## src/rtl/alarm_match_pkg.sv

```systemverilog
package alarm_match_pkg;
  localparam int DIGIT_REGS = 9;
  localparam int CTRL_ADDR  = 14;

  typedef struct packed {
    logic [DIGIT_REGS-1:0] digitWr;
  } matchStrobes_t;
endpackage

```

## src/rtl/alarm_match_dp.sv

```systemverilog
module alarm_match_dp
  import alarm_match_pkg::*;
#(
  parameter int DIGIT_W = 4
) (
  input  logic                           clk,
  input  logic                           rstN,
  input  matchStrobes_t                  strobes,
  input  logic [DIGIT_W-1:0]             wrData,
  input  logic [DIGIT_REGS*DIGIT_W-1:0]  curDigits,
  output logic                           allMatch
);
  localparam int IGN = DIGIT_W - 1;
  localparam int TWO_DIGIT_FIELDS = 4;
  localparam int DOW_ADDR = 6;

  logic [DIGIT_W-1:0] alarmReg [DIGIT_REGS];
  logic [TWO_DIGIT_FIELDS:0] fieldOk;

  always_ff @(posedge clk) begin
    for (int i = 0; i < DIGIT_REGS; i++) begin
      if (!rstN) alarmReg[i] <= '0;
      else if (strobes.digitWr[i]) alarmReg[i] <= wrData;
    end
  end

  for (genvar f = 0; f < TWO_DIGIT_FIELDS; f++) begin : g_field
    localparam int BASE = (f == TWO_DIGIT_FIELDS - 1) ? 7 : 2 * f;
    logic [DIGIT_W-1:0] onesReg, tensReg, curOnes, curTens;
    assign onesReg = alarmReg[BASE];
    assign tensReg = alarmReg[BASE+1];
    assign curOnes = curDigits[BASE*DIGIT_W +: DIGIT_W];
    assign curTens = curDigits[(BASE+1)*DIGIT_W +: DIGIT_W];
    assign fieldOk[f] = tensReg[IGN] |
                        ((onesReg == curOnes) && ({1'b0, tensReg[IGN-1:0]} == curTens));
  end

  logic [DIGIT_W-1:0] dowReg, curDow;
  assign dowReg = alarmReg[DOW_ADDR];
  assign curDow = curDigits[DOW_ADDR*DIGIT_W +: DIGIT_W];
  assign fieldOk[TWO_DIGIT_FIELDS] = dowReg[IGN] | ({1'b0, dowReg[IGN-1:0]} == curDow);

  assign allMatch = &fieldOk;
endmodule

```

## src/rtl/alarm_match_ctrl.sv

```systemverilog
module alarm_match_ctrl
  import alarm_match_pkg::*;
#(
  parameter int ADDR_W = 4
) (
  input  logic              clk,
  input  logic              rstN,
  input  logic              wrEn,
  input  logic [ADDR_W-1:0] wrAddr,
  input  logic [1:0]        ctrlBits,
  input  logic              evalTick,
  input  logic              allMatch,
  output matchStrobes_t     strobes,
  output logic              alarmFlag,
  output logic              irqEnable,
  output logic              alarmIrq
);
  logic ctrlWr;
  logic matchPrev;
  logic riseHit;

  for (genvar i = 0; i < DIGIT_REGS; i++) begin : g_dec
    assign strobes.digitWr[i] = wrEn && (wrAddr == ADDR_W'(i));
  end
  assign ctrlWr  = wrEn && (wrAddr == ADDR_W'(CTRL_ADDR));
  assign riseHit = evalTick && allMatch && !matchPrev;

  always_ff @(posedge clk) begin
    if (!rstN) begin
      alarmFlag <= 1'b0;
      irqEnable <= 1'b0;
      matchPrev <= 1'b0;
    end else begin
      if (evalTick) matchPrev <= allMatch;
      if (ctrlWr) irqEnable <= ctrlBits[0];
      if (riseHit) alarmFlag <= 1'b1;
      else if (ctrlWr && !ctrlBits[1]) alarmFlag <= 1'b0;
    end
  end

  assign alarmIrq = alarmFlag & irqEnable;
endmodule

```

## src/rtl/rtc_alarm_match.sv

```systemverilog
module rtc_alarm_match
  import alarm_match_pkg::*;
#(
  parameter int DIGIT_W = 4,
  parameter int ADDR_W  = 4
) (
  input  logic                          clk,
  input  logic                          rstN,
  input  logic [DIGIT_REGS*DIGIT_W-1:0] curDigits,
  input  logic                          wrEn,
  input  logic [ADDR_W-1:0]             wrAddr,
  input  logic [DIGIT_W-1:0]            wrData,
  input  logic                          evalTick,
  output logic                          alarmFlag,
  output logic                          irqEnable,
  output logic                          alarmIrq
);
  matchStrobes_t strobes;
  logic allMatch;

  alarm_match_ctrl #(.ADDR_W(ADDR_W)) u_ctrl (
    .clk(clk), .rstN(rstN), .wrEn(wrEn), .wrAddr(wrAddr),
    .ctrlBits(wrData[1:0]), .evalTick(evalTick), .allMatch(allMatch),
    .strobes(strobes), .alarmFlag(alarmFlag), .irqEnable(irqEnable),
    .alarmIrq(alarmIrq)
  );

  alarm_match_dp #(.DIGIT_W(DIGIT_W)) u_dp (
    .clk(clk), .rstN(rstN), .strobes(strobes), .wrData(wrData),
    .curDigits(curDigits), .allMatch(allMatch)
  );
endmodule

```

## config.mk

```make
export PLATFORM = sky130hd
export DESIGN_NAME = rtc_alarm_match
export DESIGN_NICKNAME = d
export VERILOG_FILES = /design/src/rtl/alarm_match_pkg.sv /design/src/rtl/alarm_match_dp.sv /design/src/rtl/alarm_match_ctrl.sv /design/src/rtl/rtc_alarm_match.sv
export SDC_FILE = /design/constraint.sdc
export NUM_CORES = 1
export LEC_CHECK = 0
export BUFFER_PORTS_ARGS = -buffer_cell sky130_fd_sc_hd__buf_2
export CORE_UTILIZATION = 50
export DETAILED_ROUTE_END_ITERATION = 8
export PLACE_DENSITY = 0.75
export SETUP_SLACK_MARGIN = 0.3
export SYNTH_ARGS = -nofsm -noshare
export SYNTH_HDL_FRONTEND = slang
export SYNTH_SLANG_ARGS = --single-unit
```

## constraint.sdc

```tcl
create_clock -name clk -period 1.9 [get_ports clk]
set_input_delay 0.095 -clock clk [delete_from_list [all_inputs] [get_ports clk]]
set_output_delay 0.095 -clock clk [all_outputs]
set_load 0.01 [all_outputs]
```

=== After elaboration in Yosys (flattened, before gate mapping) ===
Memory sizes are Yosys's and may differ from the RTL's.
Index checks and enable logic that the tools add are counted.

* Bits in registers: 3
* Memory bits (writable): 36
* Input bits: 48
* Output and inout bits: 3
* Logic and storage cells: 98
* Memories kept: 1

* Equality and inequality tests: 18
* Mux-type cells: 39
* Bitwise logic cells: 15
* Reductions and logical operators: 22

{| class="wikitable"
|+ Memory list
! memory !! words !! width !! read ports !! clocked after memory_dff !! wr ports !! line !! RTL
|-
| u_dp.alarmReg || 9 || 4 || 9 || 0 || 9 || alarm_match_dp.sv:17 || <nowiki>logic [DIGIT_W-1:0] alarmReg [DIGIT_REGS];</nowiki>
|}

{| class="wikitable"
|+ Operators with widths
! operator !! count
|-
| $mux 4 || 9
|-
| $mux 1 || 30
|-
| $eq 3x4->1 || 5
|-
| $logic_and 1x1->1 || 17
|-
| $eq 4x3->1 const B || 4
|-
| $eq 4x4->1 || 4
|-
| $or 1x1->1 || 14
|-
| $eq 4x2->1 const B || 2
|-
| $eq 4x4->1 const B || 2
|-
| $reduce_and 5->1 || 1
|-
| $eq 4x1->1 const B || 1
|-
| $logic_not 4->1 || 1
|-
| $logic_not 1->1 || 2
|-
| $reduce_bool 2->1 || 1
|-
| $and 1x1->1 || 1
|}

=== Logic depth before layout (Yosys ltp) ===
* Depth after elaboration: 7
* Depth in mapped cells: 5
* Gate-level depth less buffers: 5

=== Modules after synthesis ===
Synthesis repeated with hierarchy kept, for this count alone.

* Cells, all modules: 159
* Area, all modules: 1961.9 um^2

{| class="wikitable"
|+ Modules (own cells, without submodules)
! module !! instances !! cells each !! area an instance (um^2) !! sequential area each (um^2)
|-
| alarm_match_dp || 1 || 131 || 1742.9 || 1081.0
|-
| alarm_match_ctrl || 1 || 28 || 219.0 || 60.1
|}

=== Worst setup path after synthesis ===
Ideal clock, no wire load.

* Path type: register to register
* From: memory u_dp.alarmReg[4][3]
* To: register u_ctrl.alarmFlag
* Setup time: 0.084 ns
* Arrival time: 1.533 ns
* Data required time: 1.816 ns
* Path slack: 0.283 ns
* Cell stages (with the launch flop): 6
* Buffers on the path: 0
* Clock period less this slack: 1.617 ns
* Cell sequence: edfxtp_1 > xor2_1 > nor4_2 > a21oi_1 > or4_4 > o31ai_2

{| class="wikitable"
|+ RTL lines
! what !! line !! RTL
|-
| start, declared || alarm_match_dp.sv:17 ||
|-
| end signal, assigned || alarm_match_ctrl.sv:30 || <nowiki>alarmFlag <= 1'b0;</nowiki>
|-
| end signal, assigned || alarm_match_ctrl.sv:36 || <nowiki>if (riseHit) alarmFlag <= 1'b1;</nowiki>
|-
| end signal, assigned || alarm_match_ctrl.sv:37 || <nowiki>else if (ctrlWr && !ctrlBits[1]) alarmFlag <= 1'b0;</nowiki>
|-
| end, declared || alarm_match_ctrl.sv:14 || <nowiki>output logic alarmFlag,</nowiki>
|}

==> reports/qor.yml <==
die:
  initial_utilization: 0.523
  die_w_um: 64.1
  io_pins: 51
  die_area_sq_mm: 0.00411
  die_h_um: 64.1
  num_rows: 22
  core_area_sq_mm: 0.00369
setup_path:
  ff2ff_setup_slack_ns: 0.09
  startpoint_type: "flop"
  cp_data_arrival_time_ns: 2.03
  cpPeakStageDelay_ns: 0.53
  cp-end-kind: "flop"
  cp_slowest_cell: "or4_4"
  critical_path.max_fanout: 2
  crit_type: "reg -> reg"
  worstPathRequired_ns: 2.12
  path_cells: "xor2_1, nor4_2, a21oi_2, or4_4, o31ai_2"
routing:
  dr.pass1.iters: 4
  drt-wirelength-per-cell_um: 15.3
  drt-total-wl_um: 4000
  via_per_inst: 5.40
  ant_nets: 0
  vias: 1416
  drc_errors: 0
  drt_iter0_drc: 50
worst_hold_path:
  hold_path_class: "in -> reg"
sta:
  maxSlewHeadroom: 0.541
  post-route-min-period_ns: 1.81
  min_period_over_period: 0.952
  tightest_slew_ns: 0.682
  slew_viol_final: 0
  finalHoldViolCount: 0
  grt_setup_unrepaired: "true"
  fmax_mhz: 553
  setup_viol: 0
  fin_skew_ns: 0.00560
  tns_ns: 0
global_routing:
  grt.total_usage: 0.218
  grt_overflow: 0
  grt_pass1_vias: 1368
  grt_pass1_wl_um: 6450
  antenna_found_initial: 0
  grt_max_degree: 17
synthesis:
  synth_top_cell_by_area: "edfxtp_1"
  async_flop_share: 0
  synth_area_leaders: "edfxtp_1 56%, xor2_1 14%, nor3_1 6.2%"
  seq_area_frac_synth: 0.591
  syn_inst: 161
  syn_area_per_cell_sq_um: 12.0
  syn_area_sq_mm: 0.00193
  synth-edff-count: 36
  synth_most_common_cell: "edfxtp_1"
  ys_warn_count: 0
  synth_flop_cell: "edfxtp_1"
  synth_nets: 209
  synth_top_area_share: 0.560
  synth.top_cells.by_count: "36 x edfxtp_1, 31 x xor2_1, 24 x nor3_1"
  synth.distinct_cells: 29
  synth_seq_cells: 39
clocking:
  clock-sinks: 39
  cts_tree: "done"
  postCtsSetupBuffers: 0
  cts_made_buffers: 5
  htreeDepth: 2
  clkLatencyLatePin_ns: 0.29
  clkTransAtPathRegs_ns: 0.08
  cts_buffer_depth: 2
  clockRootBuffer: "clkbuf_8"
placement:
  hpwl_um: 2910
  globalplace.congestion: 0.777
  io_buffers: 50
power:
  power_w: 0.00202
  irDropWorstVdd_v: 0.000531
  p_per_area_mw_per_mm2: 854
  p_leak_nw: 0.896
cells_and_area:
  nNetsFinal: 261
  drive_above_1_share: 0.304
  area_delta_synth_final_pct: 22.5
  fillers: 325
  diodes: 0
  multi_input_area_sq_um: 742
  seq_area_sq_mm: 0.00114
job:
  max_cap_violations: 0
outcome:
  status: "complete, no violations"
per-stage QoR:
step                      cells  hold WS (ns)  setup WS [ns]   util  area, sq um
after global routing        262        0.0846         0.0105  0.641         2360
final                       262        0.0687         0.0913  0.641         2360
after detailed placement    254         0.390         0.0385  0.602         2220
after floorplan             161         0.223          0.283      -         1930
after global placement      254         0.372          0.209  0.602         2220
after CTS                   262        0.0687         0.0980  0.640         2360
layout by cell type (no fill, tap or decap), drive strengths merged, types with 2 or more instances in the layout:
master and n:
nor2 5, o31ai 3, edfxtp 36, nor4 17, nand2 2, dfxtp 3
or3b 2, a21oi 4, o211ai 2, bufinv 2, xor2 31, nand3b 2
nand2b 2, clkinv 2, nor3 24, inv 4, buf 52, clkbuf 6
o21ai 8
flip-flops by register name (all words and copies together) (netlist names):
register	cells
u_ctrl.alarmFlag	1
u_ctrl.matchPrev	1
u_dp.alarmReg	36
u_ctrl.irqEnable	1
timing repair:
action,4_1_cts,5_1_grt
pin swaps,3,2
gates resized for setup,1,1
cloned,0,0
endpoints found under the hold margin,0,0
hold buffers,0,0
setup endpoints to repair,2,2
cells by family after synthesis:
kind of cell,after synthesis,share of synthesized area
and+or+nand+nor,60,0.180
DFF,39,0.591
xor gates and xnor gates,31,0.141
muxes,1,0.00519
AOI/OAI and AO/OA,17,0.0532
buffers and inverters,13,0.0292
report_power, final:
part / switching, W / total [W] / leakage (nW) / internal (W)
clock network: 0.000286 / 0.000811 / 0.0654 / 0.000525
registers: 0.0000219 / 0.00101 / 0.369 / 0.000985
logic: 0.000119 / 0.000202 / 0.461 / 0.0000834
layer usage:
metal / part of all wire / global-route usage / vias to the layer above / wire (um)
li1: - / - / 709 / -
met1: 0.44 / 0.261 / 653 / 1740
met2: 0.49 / 0.376 / 48 / 1950
met3: 0.062 / 0.0571 / 6 / 249
met4: 0.015 / 0.0833 / 0 / 59
met5: 0 / 0 / - / 0
final timing paths:
check	depth (start not counted)	to	from
max	5	u_ctrl.alarmFlag$_SDFFE_PN0P_	u_dp.alarmReg[8][1]$_SDFFCE_PN0P_
min	3	u_ctrl.matchPrev$_SDFFE_PN0P_	evalTick
max reg2reg	5	u_ctrl.alarmFlag$_SDFFE_PN0P_	u_dp.alarmReg[8][1]$_SDFFCE_PN0P_
min reg2reg	1	u_ctrl.alarmFlag$_SDFFE_PN0P_	u_ctrl.matchPrev$_SDFFE_PN0P_
worst max-delay path, delay by kind of cell (launching register included):
family / cells / cell delay, ns
AND/OR/NAND/NOR: 2 / 0.88
XOR/XNOR: 1 / 0.16
flip-flops: 1 / 0.40
AO/OA/AOI/OAI: 2 / 0.29
area by class of cell:
class | instances | share of cell area
well taps | 48 | 0.0254
clock buffers | 6 | 0.0307
repair buffers | 52 | 0.112
inverters | 6 | 0.00953
multi-input cells | 109 | 0.314
clock inverters | 2 | 0.0254
flip-flops and latches | 39 | 0.483
Note: power is estimated with default switching activity, not from simulation.
